File: config.mk
export PLATFORM = sky130hd
export DESIGN_NAME = sdc_top
export DESIGN_NICKNAME = d
export VERILOG_FILES = /design/src/rtl/sdc_pkg.sv /design/src/rtl/sdc_regs.sv /design/src/rtl/sdc_pin_qual.sv /design/src/rtl/sdc_power.sv /design/src/rtl/sdc_top.sv
export SDC_FILE = /design/constraint.sdc
export NUM_CORES = 1
export LEC_CHECK = 0
export ABC_AREA = 1
export CAP_MARGIN = 10
export CORE_UTILIZATION = 45
export DETAILED_ROUTE_END_ITERATION = 12
export DONT_BUFFER_PORTS = 1
export HOLD_SLACK_MARGIN = 0.15
export PLACE_DENSITY = 0.63
export SETUP_SLACK_MARGIN = 0.15
export SKIP_LAST_GASP = 1
export SYNTH_ARGS = -nofsm -noshare
export SYNTH_HDL_FRONTEND = slang
export SYNTH_SLANG_ARGS = --single-unit
File: constraint.sdc
create_clock -name clk -period 2.8 [get_ports clk]
set_input_delay 0.42 -clock clk [delete_from_list [all_inputs] [get_ports clk]]
set_output_delay 0.42 -clock clk [all_outputs]
set_load 0.005 [all_outputs]
File: src/rtl/sdc_pkg.sv
package sdc_pkg;
  localparam int DBC_W     = 4;
  localparam int MODE_W    = 3;
  localparam logic [7:0] SHUT_KEY = 8'hA5;
  localparam int OFS_CTRL  = 0;
  localparam int OFS_MODE  = 4;
  localparam int OFS_STAT  = 8;
  localparam int BIT_TMR   = 16;
  localparam int BIT_CLK   = 17;
  localparam int NSRC      = 3;
  localparam int SRC_PIN   = 0;
  localparam int SRC_TMR   = 1;
  localparam int SRC_CLK   = 2;

  typedef enum logic [MODE_W-1:0] {
    PM_OFF  = 3'd0,
    PM_HIGH = 3'd1,
    PM_LOW  = 3'd2,
    PM_CHG  = 3'd3
  } pin_mode_e;

  typedef struct packed {
    logic [MODE_W-1:0] pmode;
    logic [DBC_W-1:0]  dbc;
    logic              tmr_en;
    logic              clk_en;
  } mode_cfg_t;
endpackage

File: src/rtl/sdc_regs.sv
module sdc_regs
  import sdc_pkg::*;
#(
  parameter int ADDR_W = 4
) (
  input  logic              clk,
  input  logic              rst_n,
  input  logic              bus_sel,
  input  logic              bus_wr,
  input  logic [ADDR_W-1:0] bus_addr,
  input  logic [31:0]       bus_wdata,
  input  logic [NSRC-1:0]   stat,
  output logic [31:0]       bus_rdata,
  output mode_cfg_t         cfg,
  output logic              shut_req,
  output logic              stat_rd
);
  mode_cfg_t cfg_q, cfg_d;
  logic      hit_ctrl, hit_mode, hit_stat;
  logic      mode_we;

  assign hit_ctrl = (bus_addr == ADDR_W'(OFS_CTRL));
  assign hit_mode = (bus_addr == ADDR_W'(OFS_MODE));
  assign hit_stat = (bus_addr == ADDR_W'(OFS_STAT));
  assign mode_we  = bus_sel && bus_wr && hit_mode;
  assign shut_req = bus_sel && bus_wr && hit_ctrl &&
                    (bus_wdata[31:24] == SHUT_KEY) && bus_wdata[0];
  assign stat_rd  = bus_sel && !bus_wr && hit_stat;

  always_comb begin
    cfg_d = cfg_q;
    if (mode_we) begin
      cfg_d.pmode  = bus_wdata[MODE_W-1:0];
      cfg_d.dbc    = bus_wdata[4 +: DBC_W];
      cfg_d.tmr_en = bus_wdata[BIT_TMR];
      cfg_d.clk_en = bus_wdata[BIT_CLK];
    end
  end

  always_ff @(posedge clk or negedge rst_n) begin
    if (!rst_n) cfg_q <= '0;
    else if (mode_we) cfg_q <= cfg_d;
  end

  always_comb begin
    bus_rdata = '0;
    if (hit_mode) begin
      bus_rdata[MODE_W-1:0] = cfg_q.pmode;
      bus_rdata[4 +: DBC_W] = cfg_q.dbc;
      bus_rdata[BIT_TMR]    = cfg_q.tmr_en;
      bus_rdata[BIT_CLK]    = cfg_q.clk_en;
    end else if (hit_stat) begin
      bus_rdata[0]       = stat[SRC_PIN];
      bus_rdata[BIT_TMR] = stat[SRC_TMR];
      bus_rdata[BIT_CLK] = stat[SRC_CLK];
    end
  end

  assign cfg = cfg_q;
endmodule

File: src/rtl/sdc_pin_qual.sv
module sdc_pin_qual
  import sdc_pkg::*;
#(
  parameter int SYNC_STAGES = 2
) (
  input  logic              clk,
  input  logic              rst_n,
  input  logic              pin,
  input  logic              shut,
  input  logic              enter,
  input  logic [MODE_W-1:0] pmode,
  input  logic [DBC_W-1:0]  dbc,
  output logic              qual
);
  logic [SYNC_STAGES-1:0] sync_q, sync_d;
  logic [DBC_W-1:0]       cnt_q, cnt_d;
  logic                   ref_q, ref_d;
  logic                   pin_s, cond;

  assign pin_s = sync_q[SYNC_STAGES-1];

  always_comb begin
    sync_d[0] = pin;
    for (int i = 1; i < SYNC_STAGES; i++) sync_d[i] = sync_q[i-1];
  end

  always_comb begin
    unique case (pmode)
      PM_HIGH: cond = pin_s;
      PM_LOW:  cond = !pin_s;
      PM_CHG:  cond = (pin_s != ref_q);
      default: cond = 1'b0;
    endcase
  end

  always_comb begin
    ref_d = enter ? pin_s : ref_q;
    if (shut && cond) cnt_d = (cnt_q >= dbc) ? cnt_q : cnt_q + 1'b1;
    else              cnt_d = '0;
  end

  assign qual = shut && cond && (cnt_q >= dbc);

  always_ff @(posedge clk or negedge rst_n) begin
    if (!rst_n) begin
      sync_q <= '0;
      cnt_q  <= '0;
      ref_q  <= 1'b0;
    end else begin
      sync_q <= sync_d;
      cnt_q  <= cnt_d;
      if (enter) ref_q <= ref_d;
    end
  end
endmodule

File: src/rtl/sdc_power.sv
module sdc_power
  import sdc_pkg::*;
(
  input  logic            clk,
  input  logic            rst_n,
  input  logic            enter,
  input  logic            pin_qual,
  input  logic            tmr_wake,
  input  logic            clk_wake,
  input  logic            tmr_en,
  input  logic            clk_en,
  input  logic            stat_rd,
  output logic            pwr_en,
  output logic [NSRC-1:0] stat
);
  logic            pwr_q, pwr_d;
  logic [NSRC-1:0] stat_q, stat_d, hit;

  always_comb begin
    hit[SRC_PIN] = pin_qual;
    hit[SRC_TMR] = !pwr_q && tmr_en && tmr_wake;
    hit[SRC_CLK] = !pwr_q && clk_en && clk_wake;
    pwr_d = pwr_q;
    if (enter)           pwr_d = 1'b0;
    else if (|hit)       pwr_d = 1'b1;
    stat_d = (stat_rd ? '0 : stat_q) | hit;
  end

  always_ff @(posedge clk or negedge rst_n) begin
    if (!rst_n) begin
      pwr_q  <= 1'b1;
      stat_q <= '0;
    end else begin
      pwr_q  <= pwr_d;
      stat_q <= stat_d;
    end
  end

  assign pwr_en = pwr_q;
  assign stat   = stat_q;
endmodule

File: src/rtl/sdc_top.sv
module sdc_top
  import sdc_pkg::*;
#(
  parameter int ADDR_W      = 4,
  parameter int SYNC_STAGES = 2
) (
  input  logic              clk,
  input  logic              rst_n,
  input  logic              bus_sel,
  input  logic              bus_wr,
  input  logic [ADDR_W-1:0] bus_addr,
  input  logic [31:0]       bus_wdata,
  output logic [31:0]       bus_rdata,
  input  logic              wake_pin,
  input  logic              tmr_wake,
  input  logic              clk_wake,
  output logic              pwr_en
);
  mode_cfg_t       cfg;
  logic            shut_req, stat_rd, enter, pin_qual;
  logic [NSRC-1:0] stat;

  assign enter = shut_req && pwr_en;

  sdc_regs #(.ADDR_W(ADDR_W)) u_regs (
    .clk, .rst_n, .bus_sel, .bus_wr, .bus_addr, .bus_wdata,
    .stat, .bus_rdata, .cfg, .shut_req, .stat_rd
  );

  sdc_pin_qual #(.SYNC_STAGES(SYNC_STAGES)) u_pin (
    .clk, .rst_n, .pin(wake_pin), .shut(!pwr_en), .enter,
    .pmode(cfg.pmode), .dbc(cfg.dbc), .qual(pin_qual)
  );

  sdc_power u_pwr (
    .clk, .rst_n, .enter, .pin_qual, .tmr_wake, .clk_wake,
    .tmr_en(cfg.tmr_en), .clk_en(cfg.clk_en), .stat_rd,
    .pwr_en, .stat
  );
endmodule

Yosys cells after proc, flatten, opt, wreduce, memory -nomap -nowiden:

Cells that the tools add are included.

* add/sub/neg operators: 1
* $mul: 0
* divide/modulo/power cells: 0
* magnitude comparators: 1
* equality and inequality tests: 8
* shifts and indexed selects: 0
* muxes and demuxes: 12
* bitwise gates (word level): 1
* reduce and logical (&&, ||, !) cells: 20

Operators with widths (number)
* $logic_and A1 B1 Y1: 14
* $mux W4: 3
* $eq A8 B8 Y1 const B: 1
* $eq A3 B2 Y1 const B: 2
* $mux W2: 3
* $add A4 B1 Y4 const B: 1
* $eq A4 B3 Y1 const B: 1
* $eq A4 B4 Y1 const B: 1
* $ge A4 B4 Y1: 1
* $logic_not A4 Y1: 1
* $mux W1: 4
* $eq A3 B1 Y1 const B: 1
* $logic_not A1 Y1: 3
* $mux W3: 1
* $or A3 B3 Y3: 1
* $pmux W1 S3: 1
* $reduce_or A3 Y1: 1
* $ne A2 B2 Y1 const B: 1
* $reduce_bool A2 Y1: 1
* $ne A1 B1 Y1: 1

* register bits: 20
* bits in latches: 0
* memory bits (writable): 0
* memory bits (read-only): 0
* input bits: 43
* output and inout port bits: 33
* memories kept: 0

Logic depth before layout (Yosys ltp):

Gate-level depths: netlist of run 1.

* depth in word-level cells: 7
* depth in mapped cells: 9
* mapped depth without buffers: 9

Modules after synthesis:

From an unflattened synthesis of run 1, not the netlist that was laid out.

* cell total of the unflattened synthesis: 199
* area, all modules: 1466.4 um2

By module, submodules not included
* sdc_regs: times used 1, cells each 114, area each 775.7 um2, seq. area each 225.2 um2
* sdc_pin_qual: times used 1, cells each 65, area each 519.2 um2, seq. area each 175.2 um2
* sdc_power: times used 1, cells each 17, area each 160.2 um2, seq. area each 101.3 um2
* sdc_top: times used 1, cells each 3, area each 11.3 um2, seq. area each 0.0 um2

Least setup slack after synthesis of run 1:

OpenSTA, ideal clock, no wires.

* path kind: register -> register
* from: register u_pin.cnt_q[1]
* to: register u_pin.cnt_q[3]
* library setup time: 118 ps
* arrival time: 1244 ps
* required time: 2682 ps
* path slack: 1438 ps
* cell stages (with the launch flop): 9
* path buffers: 0
* period minus slack after synthesis: 1362 ps
* cells stage by stage: dfrtp_1 > ha_1 > inv_1 > o21bai_1 > nand2_1 > nand3_1 > inv_1 > nand3b_1 > nand2_1

* longest elaborated chain between the ends: 3
* elaborated cells on any way between the ends: 5
* those cells by class: add/sub (1); order compare (1); eq/ne (1); mux (2)

Ends and longest elaborated chain
* start, declared: line sdc_pin_qual.sv:16 `logic [DBC_W-1:0] cnt_q, cnt_d;`
* start signal, assigned: line sdc_pin_qual.sv:51 `cnt_q <= cnt_d;`
* $add A4 B1 Y4: line sdc_pin_qual.sv:38 `if (shut && cond) cnt_d = (cnt_q >= dbc) ? cnt_q : cnt_q + 1'b1;`
* $mux W4 (2 in a row): line sdc_pin_qual.sv:38

Parallel ways exist; a longest one is shown, timed or not. The select of a mux whose other input is x is not followed.
A chain may end at the register's enable or synchronous reset.

Final worst setup path of run 1:

Same ends and word-level chain as after synthesis.

==> results of run 1 <==
==> per-stage QoR <==
stage          power [mW]  hold slack, ns  setup slack [ns]  cells
2_1_floorplan      0.4439          0.1244             1.438    189
3_3_place_gp       0.4333          0.1251             1.285    196
3_5_place_dp       0.4406          0.1249             1.244    196
4_1_cts            0.6835          0.2378             1.216    202
5_1_grt            0.7165          0.2453             1.066    202
6_report           0.6784          0.2417             1.222    202
==> power breakdown <==
part	total [mW]	switching [mW]	internal, mW
sequential	0.341	0.0172	0.323
clock	0.237	0.0925	0.145
combinational	0.101	0.0655	0.0352
==> synth_stat cells, types with 2 or more instances <==
master   number  area [um^2]
a21oi_2       6        52.55
nor2_1       17        63.81
nor3_1        2        10.01
xor2_1        2        17.52
buf_4        23        172.7
nor2_2        2        12.51
nand2_1      29        108.9
dfrtp_1      19        475.5
nand4_1       3        18.77
nand3_1      17        85.08
a21oi_1       3        15.01
ha_1          5        62.56
o22ai_1       2        12.51
inv_1        21        78.83
o21ai_0       4        20.02
==> final timing paths <==
| path | startpoint | end | slack, ns | cells past startpoint |
|---|---|---|---|---|
| worst min register to register | u_pin.sync_q[0] | u_pin.sync_q[1] | 0.38 | 0 |
| worst min-delay path | bus_wdata[16] | u_regs.cfg[1] | 0.24 | 2 |
| worst max-delay path | u_pin.cnt_q[1] | u_pin.cnt_q[3] | 1.22 | 8 |
| worst max register to register | u_pin.cnt_q[1] | u_pin.cnt_q[3] | 1.22 | 8 |
| max in group asynchronous | rst_n | u_regs.cfg[5] | 1.60 | 1 |
| min in group asynchronous | rst_n | u_pwr.stat[2] | 0.66 | 1 |
==> registers in the layout (all words and copies together) (netlist names) <==
signal / count
u_pin.cnt_q: 4
u_pin.ref_q: 1
u_pin.sync_q: 2
u_pwr.pwr_en: 1
u_pwr.stat: 3
u_regs.cfg: 9
==> logic make-up (layout without fill, tap and decap cells) <==
| kind of cell | Yosys count | after routing | synth area share [%] |
|---|---|---|---|
| buffers and inverters | 46 | 28 | 20.25 |
| xor gates and xnor gates | 2 | 2 | 1.319 |
| DFF | 20 | 20 | 37.76 |
| AOI/OAI and AO/OA | 16 | 16 | 8.098 |
| and+or+nand+nor | 77 | 77 | 27.59 |
| adders and majority gates | 5 | 5 | 4.708 |
| other | 1 | 23 | 0.2822 |
==> critical path, delay by kind of cell (launching register included) <==
kind            cells  cell delay, ns
simple gates        4            0.43
fa+ha+maj           1            0.31
compound gates      1            0.12
flops               1            0.44
buf+inv             2            0.17
==> layer usage <==
| layer | up-vias | global-route usage, % | wire (um) | share of wire [%] |
|---|---|---|---|---|
| met5 | - | 0 | 0 | 0 |
| met1 | 461 | 21.15 | 1019 | 43 |
| li1 | 494 | - | - | - |
| met4 | 0 | 5.575 | 28 | 1.2 |
| met3 | 4 | 2.304 | 102 | 4.3 |
| met2 | 39 | 30.78 | 1223 | 52 |
==> area by class of cell <==
cell class,count,area (um^2),area share (%)
multi-input combinational,123,640.6,47.85
clock inverter,1,30.03,2.243
sequential,20,501.7,37.48
tap,31,38.79,2.897
inverter,22,85.08,6.355
timing repair buffer,2,20.02,1.495
clock buffer,3,22.52,1.682
==> impl_metrics.toml, run 1 <==
[status]
outcome = "finished, final reports clean"

[sta]
clock_skew_ns = 0.005690
setup_viol = 0
finalCriticalPeriod_ns = 1.578
rsz0062_at_grt = "false"
max_freq_mhz = 633.9
worst_pin_slew_ns = 0.8748
hold_violations = 0
final_max_slew_viol_count = 0
finalCritPeriodShare_pct = 56.34
fin_setup_tns_ns = 0
relSlewSlack_pct = 41.49

[critical_path]
required_ns = 3.00
endpoint_kind = "register"
startpoint_type = "register"
critPathKind = "reg2reg"
cp_max_fo = 6
max_stage_delay_ns = 0.44
critPathSlowestCell = "dfrtp_1"
path_cells = "ha_1 -> inv_1 -> o21bai_1 -> nand2_1 -> nand3_1 -> inv_1 -> nand3b_1 -> nand2_1"
arrival_ns = 1.78

[cells_and_area]
most-common-layout-cells = "nand2_1 (29), conb_1 (23), inv_1 (21)"
fin_util_pct = 48.13
area_delta_synth_final_pct = 0.7530
post-route-cell-area_um2 = 1339
antennaDiodeCount = 0
nets = 220
drive_gt1_share_pct = 10.53
final_common_cell = "nand2_1"
fill_cells = 283

[routing]
drtIter0Drc = 18
first_pass_iters = 4
drt_wl_total_mm = 2.373
num_vias = 998
wl_per_cell_um = 11.75
drc = 0
ant_nets = 0
via_per_inst = 4.941

[global_route]
grt_pass1_vias = 1013
track_usage_pct = 17.15
grt_pass1_wl_mm = 4.333
grt_overflow = 0
grt_start_max_net_pins = 21
grt_antenna_before_repair = 0

[die]
core_um2 = 2781
die-area_um2 = 3174
die_h_um = 56.34
rows = 19
die_width_um = 56.34
ios = 76
start_util_pct = 47.77

[clock_network]
tritoncts = "done"
clock_path_buffers = 2
clk_latency_ns = 0.30
cts_resized = 0
path_clk_slew_ns = 0.12
postCtsSetupBuffers = 0
cts_buffers = 3
clkSinkCount = 20
cts-root-buf = "clkbuf_4"
cts_hold_buf = 2
htreeDepth = 1

[yosys]
yosys_most_used_dff = "dfrtp_1"
synth_edf_count = 0
synth_cells = 167
synth-seq-cells = 20
yosysWarnings = 0
synth-seq-area-share_pct = 37.76
async_flop_share_pct = 100.0
netlist_area_um2 = 1329
yosysUniqueCellTypes = 27
postSynthAreaPerCell_um2 = 7.957

[placement]
place_hpwl_mm = 1.924
gp_congestion = 0.7977
port_buffers = 0
dpl_cell_area_um2 = 1266

[worst_hold_path]
hp-class = "in2reg"

[power_and_ir_drop]
power_density_nw_per_um2 = 506.7
leakage_nw = 0.7308
vdd_drop_max_mv = 0.3163

[flow_run]
maxCapViolCount = 0
Power figures use the tool's default switching activity.
==> run 2: changes to the inputs <==
ABC_AREA = 0   (was 1)
PLACE_DENSITY = 0.65   (was 0.63)
clock period = 1.4 ns   (was 2.8 ns; I/O delays follow)
==> impl_metrics.toml, run 2 <==
[status]
outcome = "complete, but fails checks"
violations = "negative setup slack"

[routing]
first_pass_iters = 4
num_vias = 941
drtIter0Drc = 17
wl_per_cell_um = 13.90
via_per_inst = 5.170
drt_wl_total_mm = 2.530
ant_nets = 0
drc = 0

[yosys]
synth_top_area_cell = "dfrtp_1"
synth_cells = 119
synth-seq-area-share_pct = 40.06
async_flop_share_pct = 100.0
yosysUniqueCellTypes = 33
yosys_most_used_dff = "dfrtp_1"
ys_top_cells_by_area = "dfrtp_1 (38%), buf_4 (14%), mux2_2 (8.1%)"
yosys.area.top_type_share_pct = 37.96
yosysWarnings = 0
synth_edf_count = 0
netlist_area_um2 = 1252
synth.most_common_cell = "buf_4"
synth_commonest_cells = "buf_4 (24), dfrtp_1 (19), mux2_2 (9), and3_1 (7), nand2_1 (7)"
postSynthAreaPerCell_um2 = 10.52
synth-seq-cells = 20

[worst_hold_path]
hp-class = "in2reg"

[placement]
gp_congestion = 0.7736
place_hpwl_mm = 1.913
port_buffers = 0

[global_route]
grt_overflow = 0
track_usage_pct = 18.72
grt_antenna_before_repair = 0
grt_pass1_vias = 903
grt_pass1_wl_mm = 3.850
grt_start_max_net_pins = 21

[critical_path]
arrival_ns = 1.90
critPathKind = "reg2reg"
endpoint_kind = "register"
startpoint_type = "register"
path_cells = "inv_2 -> ha_4 -> nand2b_4 -> a2111oi_4 -> o21ai_1 -> xor2_1 -> nor2_1"
max_stage_delay_ns = 0.41
crit_buf_inv = 1
required_ns = 1.64
critPathSlowestCell = "dfrtp_1"
cp_max_fo = 3
cp_top_family = "compound AO/OA/AOI/OAI gates"

[power_and_ir_drop]
vdd_drop_max_mv = 0.8104
power_density_nw_per_um2 = 948.9
leakage_nw = 0.7382
power_mw = 1.496

[sta]
setup_slack_ns = -0.2675
final_max_slew_viol_count = 0
finalCriticalPeriod_ns = 1.668
finalCritPeriodShare_pct = 119.1
hold_ws_ns = 0.1696
rsz0062_at_grt = "true"
setup_viol = 6
worst_pin_slew_ns = 0.8932
max_freq_mhz = 599.7
clock_skew_ns = 0.003964
relSlewSlack_pct = 40.25
hold_violations = 0

[clock_network]
clkSinkCount = 20
cts_buffers = 3
clk_latency_ns = 0.31
htreeDepth = 1
clock_path_buffers = 2
path_clk_slew_ns = 0.12
cts-root-buf = "clkbuf_4"
tritoncts = "done"

[die]
rows = 18
core_um2 = 2545
die_width_um = 54.76
ios = 76
start_util_pct = 49.21
die_h_um = 54.76
die-area_um2 = 2998

[cells_and_area]
seq_area_um2 = 501.7
area_delta_synth_final_pct = 25.87
final_common_cell = "conb_1"
nets = 201
multi_input_area_um2 = 704.4
drive_gt1_share_pct = 32.89
largest_register_ffs = 9
most-common-layout-cells = "conb_1 (23), dfrtp_1 (19), buf_4 (18)"
antennaDiodeCount = 0
fill_cells = 213

[flow_run]
maxCapViolCount = 0
-- run 2: cell types whose count changed after synthesis, sizes merged, moves of 3 or more --
cell	delta
inv	-18
nand2b	+3
nand2	-24
a21oi	-7
and3	+6
nor2	-13
a22oi	+3
nand3	-16
mux2	+10
-- run 2: logic make-up after synthesis --
family	count (synthesis)	share of synthesized area, %
simple gates	39	19.58
xor+xnor	3	2.098
compound gates	12	7.593
buf+inv	28	15.58
mux	11	9.790
other cells	1	0.2994
flops	20	40.06
fa+ha+maj	5	4.995
-- run 2: worst reg2reg max path, stage by stage (launching register included) --
cell and delay [ns]:
dfrtp_1 0.41, inv_2 0.07, ha_4 0.19, nand2b_4 0.14, a2111oi_4 0.38, o21ai_1 0.14, xor2_1 0.16, nor2_1 0.12
-- run 2: path summary, 6_finish.rpt --
kind | from | to | slack [ns] | depth (start not counted)
min in group asynchronous | rst_n | u_pwr.stat[1] | 0.46 | 1
max in group asynchronous | rst_n | u_regs.cfg[2] | 0.40 | 1
worst min-delay path | bus_sel | u_pwr.stat[0] | 0.17 | 3
worst max-delay path | u_pin.cnt_q[0] | u_pin.cnt_q[3] | -0.27 | 7
worst max register to register | u_pin.cnt_q[0] | u_pin.cnt_q[3] | -0.27 | 7
worst min register to register | u_pin.sync_q[0] | u_pin.sync_q[1] | 0.37 | 0
-- run 2: area by class of cell --
class / count / area share, %
multi-input combinational: 93 / 44.68
clock buffer: 3 / 1.429
clock inverter: 1 / 1.905
timing repair buffer: 31 / 16.83
sequential: 20 / 31.83
inverter: 4 / 0.9524
tap: 30 / 2.381
-- run 2: report_power, final --
part           internal [mW]  switching [mW]  total, mW
combinational          0.184           0.143      0.328
clock                  0.289           0.189      0.478
sequential             0.637          0.0523      0.690
total                   1.11           0.385       1.50
-- run 2: per-stage QoR --
stage	setup WS [ns]	cell area [um^2]	instances	TNS (ns)	utilization (%)
after floorplan	-0.1203	1354	141	-0.5694	-
after global placement	-0.1649	1331	163	-0.8952	52.31
after detailed placement	-0.2719	1331	163	-1.329	52.31
after CTS	-0.3014	1526	181	-1.399	59.98
after global routing	-0.3464	1577	182	-1.752	61.95
final	-0.2675	1577	182	-1.302	61.95
-- run 2: metal layers --
layer  up-vias  part of all wire [%]  track usage (%)
met4         0                  0.91            6.410
met5         -                     0                0
met3         4                   6.8            3.889
li1        435                     -                -
met2        54                    50            32.53
met1       448                    42            22.56
-- run 2: what timing repair did --
| action | 4_1_cts | 5_1_grt |
|---|---|---|
| gates resized for setup | 1 | 8 |
| setup endpoints to repair | 8 | 12 |
| hold buffers | 13 | 0 |
| setup buffers | 1 | 1 |
| pin swaps | 2 | 1 |
| gates cloned | 0 | 0 |
| hold endpoints to repair | 33 | 0 |
